<file path="config.mk">
export PLATFORM = sky130hd
export DESIGN_NAME = narrow_gate_alu
export DESIGN_NICKNAME = d
export VERILOG_FILES = /design/src/rtl/nga_pkg.sv /design/src/rtl/nga_sig.sv /design/src/rtl/nga_lane.sv /design/src/rtl/narrow_gate_alu.sv
export SDC_FILE = /design/constraint.sdc
export NUM_CORES = 1
export LEC_CHECK = 0
export ABC_AREA = 1
export BUFFER_PORTS_ARGS = -buffer_cell sky130_fd_sc_hd__buf_2
export CAP_MARGIN = 10
export CORE_MARGIN = 2
export CORE_UTILIZATION = 55
export CTS_BUF_LIST = sky130_fd_sc_hd__clkbuf_2
export CTS_CLUSTER_SIZE = 8
export DETAILED_ROUTE_END_ITERATION = 10
export PLACE_DENSITY = 0.81
export SYNTH_ARGS = -nofsm -noshare
export SYNTH_HDL_FRONTEND = slang
export SYNTH_SLANG_ARGS = --single-unit
</file>
<file path="constraint.sdc">
create_clock -name clk -period 8.9 [get_ports clk]
set_clock_uncertainty 0.1 [all_clocks]
set_input_delay 0.89 -clock clk [delete_from_list [all_inputs] [get_ports clk]]
set_output_delay 0.89 -clock clk [all_outputs]
set_load 0.01 [all_outputs]
</file>
<file path="src/rtl/nga_pkg.sv">
package nga_pkg;

    typedef enum logic [2:0] {
        OP_ADD  = 3'd0,
        OP_SUB  = 3'd1,
        OP_AND  = 3'd2,
        OP_OR   = 3'd3,
        OP_XOR  = 3'd4,
        OP_SLT  = 3'd5,
        OP_RSV6 = 3'd6,
        OP_RSV7 = 3'd7
    } alu_op_e;

    // Operations that invert B and inject a carry into the lane adder
    function automatic logic uses_sub(input logic [2:0] op);
        return (op == OP_SUB) || (op == OP_SLT);
    endfunction

    // Bitwise operations are narrow under the zero-extension test
    function automatic logic is_bitwise(input logic [2:0] op);
        return (op == OP_AND) || (op == OP_OR) || (op == OP_XOR);
    endfunction

    function automatic logic is_addsub(input logic [2:0] op);
        return (op == OP_ADD) || (op == OP_SUB);
    endfunction

endpackage

</file>
<file path="src/rtl/nga_sig.sv">
// Significance detector: reports whether a value fits in K bits
module nga_sig #(
    parameter int unsigned W = 32,
    parameter int unsigned K = 16
) (
    input  logic [W-1:0] v,
    output logic         sx_fit,
    output logic         zx_fit
);
    always_comb begin
        sx_fit = (&v[W-1:K-1]) | ~(|v[W-1:K-1]);
        zx_fit = ~(|v[W-1:K]);
    end
endmodule

</file>
<file path="src/rtl/nga_lane.sv">
// One lane of the datapath: adder with carry in/out plus bitwise and compare
module nga_lane
    import nga_pkg::*;
#(
    parameter int unsigned W = 16
) (
    input  logic [W-1:0] a,
    input  logic [W-1:0] b,
    input  logic [2:0]   op,
    input  logic         cin,
    output logic [W-1:0] res,
    output logic         cout
);
    logic [W-1:0] bx;
    logic [W-1:0] sum;
    logic         lt;

    always_comb begin
        bx          = b ^ {W{uses_sub(op)}};
        {cout, sum} = {1'b0, a} + {1'b0, bx} + {{W{1'b0}}, cin};
        lt          = (a[W-1] != b[W-1]) ? a[W-1] : sum[W-1];
        case (op)
            OP_ADD, OP_SUB: res = sum;
            OP_AND:         res = a & b;
            OP_OR:          res = a | b;
            OP_XOR:         res = a ^ b;
            OP_SLT:         res = {{(W-1){1'b0}}, lt};
            default:        res = '0;
        endcase
    end
endmodule

</file>
<file path="src/rtl/narrow_gate_alu.sv">
module narrow_gate_alu
    import nga_pkg::*;
#(
    parameter int unsigned DATA_W = 32
) (
    input  logic                clk,
    input  logic                rst_n,
    input  logic                in_valid,
    input  logic [2:0]          opcode,
    input  logic [DATA_W-1:0]   op_a,
    input  logic [DATA_W-1:0]   op_b,
    input  logic                pack_en,
    input  logic [2:0]          pk_opcode,
    input  logic [DATA_W/2-1:0] pk_a,
    input  logic [DATA_W/2-1:0] pk_b,
    output logic                out_valid,
    output logic [DATA_W-1:0]   result,
    output logic                narrow,
    output logic                upper_en,
    output logic                busy
);
    localparam int unsigned L = DATA_W / 2;

    typedef struct packed {
        logic              vld;
        logic [DATA_W-1:0] res;
        logic              nar;
        logic              upen;
        logic              busy;
        logic [DATA_W-1:0] ra;
        logic [DATA_W-1:0] rb;
        logic [2:0]        rop;
        logic [L-1:0]      ha;
        logic [L-1:0]      hb;
        logic [2:0]        hop;
    } state_t;

    state_t q, d;

    // ---------------- significance detection ----------------
    logic [1:0][DATA_W-1:0] opnd;
    logic [1:0]             sx_fit, zx_fit;

    assign opnd = {op_b, op_a};

    for (genvar i = 0; i < 2; i++) begin : g_sig
        nga_sig #(.W(DATA_W), .K(L)) u_sig (
            .v      (opnd[i]),
            .sx_fit (sx_fit[i]),
            .zx_fit (zx_fit[i])
        );
    end

    // ---------------- lane steering ----------------
    logic         accept, fits, go_pack, go_nar, go_full, hi_act, hi_chain;
    logic [L-1:0] lo_a, lo_b, lo_res, hi_a, hi_b, hi_res;
    logic [2:0]   lo_op, hi_op;
    logic         lo_cin, lo_cout, hi_cin, hi_cout, lo_ovf;

    always_comb begin
        accept  = in_valid & ~q.busy;
        fits    = is_bitwise(opcode) ? (&zx_fit) : (&sx_fit);
        go_pack = accept & pack_en;
        go_nar  = accept & ~pack_en & fits;
        go_full = accept & ~pack_en & ~fits;
        hi_act  = q.busy | go_pack | go_full;

        lo_a    = q.busy ? q.ra[L-1:0] : op_a[L-1:0];
        lo_b    = q.busy ? q.rb[L-1:0] : op_b[L-1:0];
        lo_op   = q.busy ? q.rop       : opcode;
        lo_cin  = uses_sub(lo_op);

        if (q.busy) begin
            hi_a = q.ra[DATA_W-1:L]; hi_b = q.rb[DATA_W-1:L]; hi_op = q.rop;     hi_chain = 1'b1;
        end else if (go_pack) begin
            hi_a = pk_a;             hi_b = pk_b;             hi_op = pk_opcode; hi_chain = 1'b0;
        end else if (go_full) begin
            hi_a = op_a[DATA_W-1:L]; hi_b = op_b[DATA_W-1:L]; hi_op = opcode;    hi_chain = 1'b1;
        end else begin
            // gated: upper lane sees its last operands, nothing toggles
            hi_a = q.ha;             hi_b = q.hb;             hi_op = q.hop;     hi_chain = 1'b0;
        end
    end

    assign hi_cin = hi_chain ? lo_cout : uses_sub(hi_op);

    nga_lane #(.W(L)) u_lane_lo (
        .a (lo_a), .b (lo_b), .op (lo_op), .cin (lo_cin),
        .res (lo_res), .cout (lo_cout)
    );

    nga_lane #(.W(L)) u_lane_hi (
        .a (hi_a), .b (hi_b), .op (hi_op), .cin (hi_cin),
        .res (hi_res), .cout (hi_cout)
    );

    // signed overflow of the lower lane sum
    assign lo_ovf = (lo_a[L-1] == (lo_b[L-1] ^ uses_sub(lo_op))) && (lo_res[L-1] != lo_a[L-1]);

    // ---------------- next state ----------------
    logic [DATA_W-1:0] full_res, nar_res;

    always_comb begin
        full_res = (lo_op == OP_SLT) ? {{(DATA_W-1){1'b0}}, hi_res[0]} : {hi_res, lo_res};
        nar_res  = is_addsub(lo_op) ? {{L{lo_res[L-1]}}, lo_res} : {{L{1'b0}}, lo_res};

        d      = q;
        d.vld  = 1'b0;
        d.nar  = 1'b0;
        d.upen = 1'b0;
        d.busy = 1'b0;

        if (hi_act) begin
            d.ha  = hi_a;
            d.hb  = hi_b;
            d.hop = hi_op;
        end

        if (q.busy || go_full) begin
            d.vld  = 1'b1;
            d.res  = full_res;
            d.upen = 1'b1;
        end else if (go_pack) begin
            d.vld  = 1'b1;
            d.res  = {hi_res, lo_res};
            d.upen = 1'b1;
        end else if (go_nar) begin
            if (is_addsub(opcode) && lo_ovf) begin
                d.busy = 1'b1;
                d.ra   = op_a;
                d.rb   = op_b;
                d.rop  = opcode;
            end else begin
                d.vld = 1'b1;
                d.nar = 1'b1;
                d.res = nar_res;
            end
        end
    end

    always_ff @(posedge clk or negedge rst_n) begin
        if (!rst_n) q <= '0;
        else        q <= d;
    end

    assign out_valid = q.vld;
    assign result    = q.res;
    assign narrow    = q.nar;
    assign upper_en  = q.upen;
    assign busy      = q.busy;

endmodule


</file>
==> out/metrics.cfg <==
[sta]
slew_headroom_pct=16.21
fin_setup_tns_ns=0
finalHoldViolations=0
hold_ws_ns=0.1924
worst_pin_slew_ns=1.250
max_freq_mhz=145.0
rsz0062_at_grt=false
final.min_clock_period_ns=6.896
fin_crit_sh_pct=77.48
maxSlewViolCount=0
finalSetupViolations=0

[grt]
grt_pass1_vias=9746
use_met1_pct=35.23
met3_usage_pct=5.466
overflow=0
grt_use_total_pct=30.08
top_usage_layer=met2
grt_pass1_wl_um=47930
grt_max_degree=82
antenna_found_initial=2
use_met2_pct=51.47

[route]
ant_nets=0
drc=0
viasPerCell=5.561
dr_total_vias=10040
wl_um=29720
drt_iter0_markers=776
wl_per_cell_um=16.47
dr.pass1.iters=7

[floorplan]
die_h_um=142.7
die_x_um=142.7
core_area_mm2=0.01877
initial_core_util_pct=56.35
row_count=50
io_pins=142
die_area_mm2=0.02035

[min_path]
holdPathStages=3
hold_path_end=q[82]
hold_path_class=input port to flip-flop
hp-start=op_a[12]

[pwr]
ir_drop_uv=87.05
clockPowerShare_pct=22.8
seq_power_share_pct=39.7
total_leakage_power_uw=0.006334
power.internal_uw=1060
p_sw_share_pct=40.29
power_density_mw_per_mm2=155.9
pwr-share-comb_pct=37.5
switching_power_uw=715.3

[final_layout]
fillers=1760
area_growth_syn_to_layout_pct=7.690
num-nets-final=1758
drive_gt1_share_pct=14.34

[synthesis]
synth_mux_area_share_pct=0
mappedNetlistArea_mm2=0.01058
synth-compound-area-share_pct=15.36
ys_ff_latch=138
synth-seq-area-share_pct=32.65
synth_fp_nets=1680
ys_types=45
syn_avg_cell_area_um2=7.155
synth_top_family_by_area=simple AND/OR/NAND/NOR gates
synth_edf_count=0
yosysWarnings=0
synth-adder-area-share_pct=11.57
synth-simple-area-share_pct=25.86
syn_inst=1478
ys_async_sr_fraction_pct=100.0
synth_xor_area_share_pct=3.064
synth-main-ff-cell=dfrtp_1

[placement]
place.gp.congestion=0.9736
port_buffers=141
hpwl_um=21990

[setup_path]
reg2reg_slack_ns=2.00
cp-start-kind=flip-flop
slowest_delay_ns=0.84
cpMaxStageDelayCell=dfrtp_4
cp-end-kind=flip-flop
r2r_start=busy
critPathArrivalTime_ns=7.44
reg2reg_depth=35
reg2reg_to=result[30]
cp_max_fo=78
required_ns=9.45
worstSetupPathType=flip-flop to flip-flop

[status]
status=completed

[clock_tree]
clockBufferDepth=2
htree_levels=4
root_buffer=clkbuf_2
cts_tree=done
cts_sinks=138
clock_latency_ns=0.78
post_cts_buffers=0
numCtsBuffers=17
path_clk_slew_ns=0.24

[run]
maxCapViolCount=0

==> placed cells by master, fill, tap and decap left out, types with 5 or more instances in the layout <==
cell	n
a21oi_1	66
a22oi_1	38
buf_2	140
buf_4	7
clkbuf_2	17
dfrtp_1	137
ha_1	93
inv_1	180
inv_2	6
nand2_1	401
nand3_1	65
nand4_1	17
nor2_1	124
nor3_1	6
o2111ai_1	13
o211ai_1	14
o21ai_0	90
o21ai_1	28
or2_1	5
or2_2	24
xnor2_1	17
xor2_1	20
==> power groups by stage <==
stage	registers [uW]	logic [uW]	clock network, uW
after floorplan	710	501	0
after global placement	717	643	0
after detailed placement	718	656	0
after CTS	706	661	413
after global routing	712	755	438
final	706	665	405
==> per-layer routing <==
| layer | vias to the layer above | share of wire, % |
|---|---|---|
| met1 | 4635 | 40 |
| met4 | 0 | 5.9 |
| met2 | 391 | 48 |
| met3 | 103 | 6.1 |
| met5 | - | 0 |
| li1 | 4909 | - |
==> repair_timing <==
action | CTS | global route
setup endpoints to repair | 0 | 0
hold endpoints to repair | 57 | 0
hold buffers | 1 | 0
gates resized for setup | 0 | 0
==> kinds of logic after synthesis <==
kind of cell	after synthesis
AND/OR/NAND/NOR	656
buffers and inverters	276
XOR/XNOR	37
AO/OA/AOI/OAI	275
flip-flops	138
adder cells (fa/ha/maj)	96
==> critical path, delay by kind of cell, from the launching register on <==
kind | cells | cell delay [ns]
AOI/OAI and AO/OA | 11 | 1.90
and+or+nand+nor | 13 | 1.57
buffers and inverters | 7 | 1.14
adders and majority gates | 3 | 1.07
DFF | 1 | 0.84
xor gates and xnor gates | 1 | 0.13
==> state kept, by name (all words and copies together) (netlist names) <==
register and flops:
busy 1, narrow 1, out_valid 1, q 102
result 32, upper_en 1
==> how the worst max path moves through the flow <==
stage / end / slack (ns) / depth (start not counted) / startpoint
finish: result[30] / 2.00 / 35 / busy
global route: result[25] / 1.41 / 35 / busy
CTS: result[30] / 2.06 / 35 / busy
detailed placement: result[30] / 2.15 / 35 / busy
global placement: result[30] / 2.11 / 35 / busy
floorplan: result[28] / 3.25 / 36 / busy
==> stage by stage <==
step                worst slack [ns]  utilization [%]  cells  total power, uW  area (um^2)
finish                         2.004            60.68   1805             1776        11390
detailed placement             2.150            59.27   1770             1373        11120
global route                   1.408            60.68   1805             1905        11390
CTS                            2.056            60.65   1803             1780        11380
floorplan                      3.255                -   1478             1212        10580
global placement               2.105            59.27   1770             1360        11120
==> synthesized netlist by cell type (4+ instances only) <==
| cell type | instances | area [um^2] |
|---|---|---|
| or2_1 | 5 | 31.28 |
| or2_2 | 24 | 150.1 |
| nand4_1 | 17 | 106.4 |
| nand3_1 | 66 | 330.3 |
| inv_2 | 6 | 22.52 |
| buf_1 | 12 | 45.04 |
| o21ai_0 | 90 | 450.4 |
| xor2_1 | 20 | 175.2 |
| a22oi_1 | 38 | 285.3 |
| inv_1 | 180 | 675.7 |
| o211ai_1 | 14 | 105.1 |
| o31ai_1 | 4 | 30.03 |
| nand2_2 | 4 | 25.02 |
| a21oi_1 | 66 | 330.3 |
| o21ai_1 | 28 | 140.1 |
| dfrtp_1 | 138 | 3453 |
| o2111ai_1 | 13 | 113.9 |
| nand2_1 | 401 | 1505 |
| nor3_1 | 6 | 30.03 |
| buf_2 | 14 | 70.07 |
| clkbuf_1 | 24 | 90.09 |
| ha_1 | 93 | 1164 |
| nor2_1 | 124 | 465.5 |
| o21bai_1 | 4 | 30.03 |
| buf_4 | 37 | 277.8 |
| xnor2_1 | 17 | 148.9 |
==> layout make-up <==
cell class                 count  area (um^2)  area share (%)
antenna                        2        5.005         0.04395
clock buffer                  17        85.08          0.7471
clock inverter                15        163.9           1.439
inverter                     186        698.2           6.131
multi-input combinational   1064         5912           51.91
sequential                   138         3457           30.36
tap                          234        292.8           2.571
timing repair buffer         149        774.5           6.801
Note: power is estimated with default switching activity, not from simulation.
